===== config.mk =====
export PLATFORM = sky130hd
export DESIGN_NAME = pll_step_seq
export DESIGN_NICKNAME = d
export VERILOG_FILES = /design/src/rtl/pll_step_seq.sv
export SDC_FILE = /design/constraint.sdc
export NUM_CORES = 1
export LEC_CHECK = 0
export ABC_AREA = 1
export BUFFER_PORTS_ARGS = -buffer_cell sky130_fd_sc_hd__buf_2
export CORE_MARGIN = 5
export CORE_UTILIZATION = 43
export DETAILED_ROUTE_END_ITERATION = 12
export GPL_TIMING_DRIVEN = 0
export PLACE_DENSITY = 0.72
export SYNTH_ARGS = -nofsm -noshare
export SYNTH_HDL_FRONTEND = slang
export SYNTH_SLANG_ARGS = --single-unit

===== constraint.sdc =====
create_clock -name clk -period 1.9 [get_ports clk]
set_input_delay 0.57 -clock clk [delete_from_list [all_inputs] [get_ports clk]]
set_output_delay 0.57 -clock clk [all_outputs]
set_load 0.01 [all_outputs]

===== src/rtl/pll_step_seq.sv =====
module pll_step_seq #(
  parameter int CODE_W = 3,
  parameter int SETTLE = 10
) (
  input  logic              clk,
  input  logic              rst_n,
  input  logic              cfg_enable,
  input  logic              cfg_src_sel,
  input  logic [CODE_W-1:0] cfg_target,
  input  logic              osc_rc,
  input  logic              osc_xtal,
  input  logic              pll_clk,
  input  logic              pll_lock,
  output logic              pll_en,
  output logic [CODE_W-1:0] pll_code,
  output logic              ref_clk,
  output logic              sys_clk,
  output logic              ready,
  output logic              busy
);
  localparam int CNT_W = $clog2(SETTLE + 1);

  logic [CNT_W-1:0] settle_cnt;
  logic             differs, step_up;

  assign differs = pll_code != cfg_target;
  assign step_up = cfg_target > pll_code;
  assign pll_en  = cfg_enable;
  assign ref_clk = cfg_src_sel ? osc_xtal : osc_rc;
  assign sys_clk = ready ? pll_clk : ref_clk;
  assign busy    = ready && (differs || settle_cnt != '0);

  always_ff @(posedge clk or negedge rst_n) begin
    if (!rst_n) begin
      pll_code   <= '0;
      ready      <= 1'b0;
      settle_cnt <= '0;
    end else if (!cfg_enable) begin
      pll_code   <= cfg_target;
      ready      <= 1'b0;
      settle_cnt <= '0;
    end else if (!ready) begin
      pll_code   <= cfg_target;
      ready      <= pll_lock;
      settle_cnt <= '0;
    end else if (settle_cnt != '0) begin
      settle_cnt <= settle_cnt - 1'b1;
    end else if (differs) begin
      pll_code   <= step_up ? pll_code + 1'b1 : pll_code - 1'b1;
      settle_cnt <= CNT_W'(SETTLE);
    end
  end

  p_single_stage_r3: assert property (@(posedge clk) disable iff (!rst_n)
    (ready && $past(ready)) |->
      (pll_code == $past(pll_code) ||
       {1'b0, pll_code} == {1'b0, $past(pll_code)} + 1'b1 ||
       {1'b0, $past(pll_code)} == {1'b0, pll_code} + 1'b1));

  p_hold_after_step_r4: assert property (@(posedge clk) disable iff (!rst_n)
    (ready && $past(ready) && pll_code != $past(pll_code) && cfg_enable) |=> $stable(pll_code));

  p_ready_sticky_r5: assert property (@(posedge clk) disable iff (!rst_n)
    (ready && cfg_enable) |=> ready);

  p_ready_needs_lock_r6: assert property (@(posedge clk) disable iff (!rst_n)
    $rose(ready) |-> ($past(pll_lock) && $past(cfg_enable)));

  p_disable_clears_r11: assert property (@(posedge clk) disable iff (!rst_n)
    !cfg_enable |=> (!ready && !busy && pll_code == $past(cfg_target)));
endmodule


# --- After elaboration in Yosys (flattened, before gate mapping) ---
# Cells that the tools add are included.
totals:
  ff_bits: 8
  input_bits: 11
  output_inout_bits: 8
  elab_cells: 28
classes:
  n_addsub: 3
  n_lt_le_gt_ge: 1
  n_eq_ne: 4
  n_mux: 13
  reduce_logical: 4
ops:
  columns: ["operator", "n"]
  rows:
  - ["$mux W4", 4]
  - ["$mux W3", 5]
  - ["$mux W1", 4]
  - ["$ne A4 B2 Y1 const B", 1]
  - ["$reduce_bool A4 Y1", 1]
  - ["$sub A4 B1 Y4 const B", 1]
  - ["$add A3 B1 Y3 const B", 1]
  - ["$gt A3 B3 Y1", 1]
  - ["$ne A3 B2 Y1 const B", 1]
  - ["$ne A3 B3 Y1", 1]
  - ["$ne A3 B3 Y1 const B", 1]
  - ["$sub A3 B1 Y3 const B", 1]
  - ["$reduce_and A2 Y1", 1]
  - ["$logic_and A1 B1 Y1", 1]
  - ["$logic_or A1 B1 Y1", 1]

# --- Logic depth before layout (Yosys ltp) ---
# Gate-level depths: netlist of run 1.
depth:
  ltp_word: 6
  depth_mapped: 13

# --- Worst setup path after synthesis of run 1 ---
# Ideal clock, no wire load.
synth_timing:
  path_type: "input -> register"
  startpoint: "in cfg_target[2]"
  endpoint: "reg pll_code[2]"
  arrival_time_ns: 1.930
  setup_slack_ns: -0.147
  path_stages: 11
  path_buffers: 0
  cell_sequence: "ha_1 -> nand3_1 -> nand2_1 -> nand2_1 -> fa_1 -> xor2_1 -> inv_1 -> nand2_1 -> nand3_1 -> nand2_1 -> nand2_1"
synth_between:
  elab_chain_len: 6
  word_cells_on_any_way: 9
synth_lines:
  columns: ["item", "line_no", "source"]
  rows:
  - ["start, declared", "9", "input logic [CODE_W-1:0] cfg_target,"]
  - ["$gt A3 B3 Y1", "27", "assign step_up = cfg_target > pll_code;"]
  - ["$mux W3", "49", "pll_code <= step_up ? pll_code + 1'b1 : pll_code - 1'b1;"]
  - ["$mux W3", "48", "end else if (differs) begin"]
  - ["$mux W3", "46", "end else if (settle_cnt != '0) begin"]
  - ["$mux W3", "42", "end else if (!ready) begin"]
  - ["$mux W3", "38", "end else if (!cfg_enable) begin"]
  - ["end signal, assigned", "39", "pll_code <= cfg_target;"]
  - ["end signal, assigned", "43", "pll_code <= cfg_target;"]
  - ["end signal, assigned", "49", null]
  - ["end, declared", "15", "output logic [CODE_W-1:0] pll_code,"]
# Several ways; a longest one is shown, not always the timed one. The select of a mux whose other input is x is not followed.
# A chain may end at the register's enable or synchronous reset.

# --- Final worst setup path of run 1 ---
layout_timing:
  startpoint: "in cfg_target[1]"
  endpoint: "out busy"
layout_between:
  elab_chain_len: 3
layout_lines:
  columns: ["item", "line_no", "source"]
  rows:
  - ["$ne A3 B3 Y1", "26", "assign differs = pll_code != cfg_target;"]
  - ["$logic_or A1 B1 Y1", "31", "assign busy = ready && (differs || settle_cnt != '0);"]
  - ["$logic_and A1 B1 Y1", "31", null]
  - ["end, declared", "19", "output logic busy"]
# Every way passes these cells.

==> results of run 1 <==
==> layer usage <==
layer,track usage (%),wire (um)
met1,15.1,517
met2,25.1,628
met3,6.02,134
met4,1.61,0
met5,0,0
==> through the flow <==
step / TNS (ns) / instance area [sq um]
after global placement: -0.505 / 769
after floorplan: -0.0198 / 661
after CTS: -0.0167 / 870
after global routing: -0.143 / 882
after detailed placement: -0.563 / 769
final: -0.00610 / 882
==> synthesized netlist by cell type (2+ instances only) <==
cell type	instances	area, sq um
nand2_1	17	63.8
inv_1	10	37.5
dfrtp_1	8	200
ha_1	5	62.6
nand3_1	4	20.0
nor2_1	4	15.0
nor2_2	3	18.8
o21ai_1	3	15.0
a21oi_1	2	10.0
nand2_4	2	22.5
xor2_1	2	17.5
==> where the power goes <==
part           internal [uW]  switching [uW]
sequential               198            24.0
clock                   71.9            51.9
combinational            213             239
==> flip-flops by register name, indices dropped and copies added, names as in the netlist <==
signal	flops
pll_code	3
settle_cnt	4
ready	1
==> layout make-up <==
type                       instances  area share, %
inverter                          11           4.96
tap                               15           2.13
multi-input combinational         52           48.4
clock buffer                       3           2.55
buffer                             1          0.851
timing repair buffer              25           18.3
sequential                         8           22.8
==> worst paths after layout <==
kind                                       to  slack [ns]           from
min in group clk                        ready        0.53       pll_lock
worst max-delay path                     busy      -0.006  cfg_target[1]
max in group asynchronous         pll_code[0]        1.58          rst_n
worst min-delay path            settle_cnt[0]        0.15          rst_n
worst max register to register    pll_code[2]        0.08    pll_code[2]
worst min register to register    pll_code[1]        0.56    pll_code[1]
==> layout by cell type, fill, tap and decap left out, drive strengths merged <==
cell and instances:
xnor2 1, inv 11, nand3 5, clkbuf 3, xor2 2, fa 1, a21oi 3, nor2 7
ha 5, nand2 20, dfrtp 8, nor3 1, o21ai 5, mux2 1, buf 26, o22ai 1
==> logic make-up (layout without fill, tap and decap cells) <==
group                      after synthesis  in the layout  share of synthesized area [%]
muxes                                    1              1                           1.86
DFF                                      8              8                           33.0
xor gates and xnor gates                 3              3                           4.33
AOI/OAI and AO/OA                        9              9                           10.1
adders and majority gates                6              6                           13.6
and+or+nand+nor                         33             33                           28.7
buffers and inverters                   12             40                           8.46
==> what timing repair did <==
action / 4_1_cts / 5_1_grt
pin swaps: 6 / 4
buffers inserted: 7 / 0
resized for setup: 10 / 2
hold buffers: 0 / 0
setup endpoints to repair: 2 / 3
==> flow_summary.toml, run 1 <==
[outcome]
outcome = "finished with violations"
violations = "negative setup slack"

[sta]
rsz0062_at_grt = "yes"
relSlewSlack_pct = 85.4
worst_pin_slew_ns = 0.217
fin_crit_ns = 1.91
min_period_over_period_pct = 100
fin_ws_ns = -0.00610
whs_ns = 0.147
fin_skew_ns = 0.00527
max_freq_ghz = 0.525
setup_viol = 1
slew_viol_final = 0
hold_viol = 0

[global_routing]
antenna_found_initial = 0
overflow = 0
grt_use_total_pct = 13.7
first_global_vias = 529
grt_pass1_wl_um = 2120
grt_max_degree = 9

[logic_synthesis]
syn_nets = 89
syn_avg_cell_area_sq_um = 8.43
synth_edf_count = 0
synth-seq-area-share_pct = 33.0
ys_types = 23
yosys_warnings = 0
mappedNetlistArea_sq_um = 607
async_flop_share_pct = 100
ys_ff_latch = 8
synth_cells = 72
synth_ff_type = "dfrtp_1"

[clocking]
cts-root-buf = "clkbuf_4"
insertion_delay_ns = 0.25
clock-sinks = 8
clkTransAtPathRegs_ns = 0.05
htree_levels = 1
cts_buffer_depth = 2
cts_tree = "built"
cts_made_buffers = 3

[layout]
final_layout_size_suffix_gt1_share_pct = 55.0
fin_cells = 115
multi_input_area_sq_um = 427
nFillCells = 119
finalNetCount = 119
antenna_cells = 0
final-seq-area_sq_um = 201
syn_to_final_growth_pct = 45.4
final_util_pct = 67.0

[placement]
place_ws_ns = -0.257
gp_congestion = 0.719
hpwl_um = 1020
numPortBuffers = 18
post-place-cells = 105

[setup_path]
path_buf_inv = 2
slowest_stage = "ha_4"
cp_data_arrival_time_ns = 1.34
ff2ff_path_depth = 12
worst_ep_required_time_ns = 1.33
cpLargestDelayFamily = "adder cells"
crit_fanout = 4
crit_path_cell_trace = "buf_6, ha_4, nand3_4, nor2_4, nor2_1, buf_2"
crit_cells = 6
critPathKind = "in2out"
start_kind = "input pin"
end_kind = "primary output"
max_stage_delay_ns = 0.28

[floorplan]
die_h_um = 47.6
coreArea_sq_um = 1320
io_pins = 19
initial_utilization_pct = 46.1
dieWidth_um = 47.6
row_count = 13
fp.dieArea_sq_um = 2260

[routing]
via_per_inst = 4.64
via_count = 534
postRouteAntennaNets = 0
drc_errors = 0
wl_per_cell_um = 11.1
wirelength_um = 1280
firstDrtPassIters = 2
drtIter0Drc = 2

[job]
cap_violations = 0

[worst_hold_path]
hp-class = "in2async"

[power_and_ir_drop]
ir_worst_vdd_v = 0.000603
power.density_nw_per_um2 = 905
power_uw = 798
p_leak_uw = 0.000451
Note: power is estimated with default switching activity, not from simulation.
==> run 2, diff against run 1 <==
SETUP_SLACK_MARGIN = 0.15   (was default)
==> run 2 against run 1 <==
Effect of this change: clock skew decreased by 0.0032 ns; die area unchanged; global-route usage increased by 2.0 points; first-iteration DRC count increased to 3.0 times the previous value; worst setup slack got worse by 0.029 ns; clock-buffer cell count unchanged; routed wire length increased by 15%; via count increased by 9.4%; sequential cell count unchanged; clock power increased by 14%; combinational power about the same; the flow still finishes with violations (negative setup slack).
==> flow_summary.toml, run 2 (synthesis results as in run 1) <==
[sta]
rsz0062_at_grt = "yes"
min_period_over_period_pct = 102
fin_ws_ns = -0.0355
relSlewSlack_pct = 84.2
hold_viol = 0
slew_viol_final = 0
fin_crit_ns = 1.94
worst_pin_slew_ns = 0.235
whs_ns = 0.134
fin_skew_ns = 0.00211
max_freq_ghz = 0.517
setup_viol = 1

[placement]
post-place-cells = 105
gp_congestion = 0.744
numPortBuffers = 18
hpwl_um = 1070

[setup_path]
slowest_stage = "dfrtp_1"
critPathKind = "reg2out"
start_kind = "flip-flop"
cp_data_arrival_time_ns = 1.37
max_stage_delay_ns = 0.38
worst_ep_required_time_ns = 1.33
cpLargestDelayFamily = "flip-flops"
path_buf_inv = 2
end_kind = "primary output"
crit_path_cell_trace = "inv_2, ha_4, nand3_4, nor2_4, nor2_1, buf_2"
crit_fanout = 3

[layout]
mostFrequentLayoutCells = "16 x buf_2, 14 x nand2_1, 9 x buf_4, 7 x inv_1, 7 x dfrtp_1"
fin_cells = 116
top_register = "settle_cnt"
final_layout_size_suffix_gt1_share_pct = 54.5
syn_to_final_growth_pct = 44.5
finalNetCount = 120
largest_reg_flops = 4
top_regs = "settle_cnt x4, pll_code x3, ready x1"
mostFrequentLayoutCell = "buf_2"
antenna_cells = 0

[clocking]
clock-sinks = 8
clkTransAtPathRegs_ns = 0.06
insertion_delay_ns = 0.27
hold_buffers = 0
htree_levels = 1
cts_tree = "built"
cts_buffer_depth = 2
cts_made_buffers = 3
cts-root-buf = "clkbuf_4"

[floorplan]
row_count = 13
io_pins = 19
dieWidth_um = 47.6
initial_utilization_pct = 46.1
fp.dieArea_sq_um = 2260
coreArea_sq_um = 1320
die_h_um = 47.6

[power_and_ir_drop]
pwr-share-clk_pct = 17.2
p_leak_uw = 0.000455
power.net_switching_uw = 327
ir_worst_vdd_v = 0.000541
cell_internal_pwr_uw = 490
pwr-share-comb_pct = 55.2
power_frac_seq_pct = 27.5
switching_share_pct = 40.0
power.density_nw_per_um2 = 931

[outcome]
violations = "negative setup slack"
outcome = "finished with violations"

[global_routing]
overflow = 0
first_global_vias = 581
grt_use_total_pct = 15.7
antenna_found_initial = 0
grt_max_degree = 9
grt_pass1_wl_um = 2300

[routing]
wirelength_um = 1470
via_count = 584
drtIter0Drc = 6
drc_errors = 0
postRouteAntennaNets = 0
wl_per_cell_um = 12.6
via_per_inst = 5.03
firstDrtPassIters = 3

[job]
cap_violations = 0

[worst_hold_path]
hp-class = "in2async"
run 2: per-stage QoR:
stage	power, uW	util [%]	setup TNS (ns)	setup WS, ns	area [sq um]
after floorplan	508	-	-0.0185	-0.0185	661
after global placement	578	58.4	-0.455	-0.202	769
after detailed placement	594	58.4	-0.575	-0.250	769
after CTS	819	66.4	-0.0252	-0.0252	875
after global routing	878	66.6	-0.125	-0.104	877
final	817	66.6	-0.0355	-0.0355	877
run 2: worst paths after layout:
check	slack, ns	start	endpoint	depth (start not counted)
max in group asynchronous	1.58	rst_n	pll_code[0]	1
hold reg to reg	0.53	settle_cnt[0]	settle_cnt[0]	1
setup reg to reg	0.07	pll_code[2]	pll_code[2]	12
setup / recovery	-0.04	pll_code[2]	busy	6
hold / removal	0.13	rst_n	settle_cnt[0]	1
min in group clk	0.52	pll_lock	ready	3
run 2: layer usage:
layer / GRT usage [%] / vias up / routed length (um)
li1: - / 286 / -
met3: 6.77 / 6 / 141
met5: 0 / - / 0
met1: 16.0 / 273 / 582
met4: 9.68 / 0 / 42
met2: 26.5 / 19 / 698
run 2: cell type report:
| class | instances | area (sq um) |
|---|---|---|
| fill | 120 | 440 |
| multi-input combinational | 52 | 420 |
| sequential | 8 | 201 |
| timing repair buffer | 26 | 163 |
| inverter | 11 | 43.8 |
| clock buffer | 3 | 22.5 |
| tap | 15 | 18.8 |
| buffer | 1 | 7.51 |
run 2: worst reg2reg max path: stages, from the launching register on:
cell and delay [ns]:
dfrtp_1 0.38, inv_2 0.06, ha_4 0.30, nand3_2 0.07
nand2_2 0.07, nand2_2 0.07, fa_2 0.33, xor2_1 0.18
inv_1 0.06, nand2_1 0.05, nand3_1 0.06, nand2_1 0.06
nand2_1 0.04
run 2: power groups by stage:
stage | clock network (uW) | registers, uW | logic (uW)
final | 141 | 225 | 451
after detailed placement | 0 | 233 | 361
after floorplan | 0 | 237 | 271
after global routing | 154 | 227 | 497
after CTS | 146 | 223 | 450
after global placement | 0 | 233 | 345
run 2: what timing repair did:
action / CTS / global route
pin swaps: 9 / 0
buffers inserted: 8 / 0
resized for setup: 9 / 1
endpoints found under the hold margin: 0 / 0
setup endpoints to repair: 4 / 4
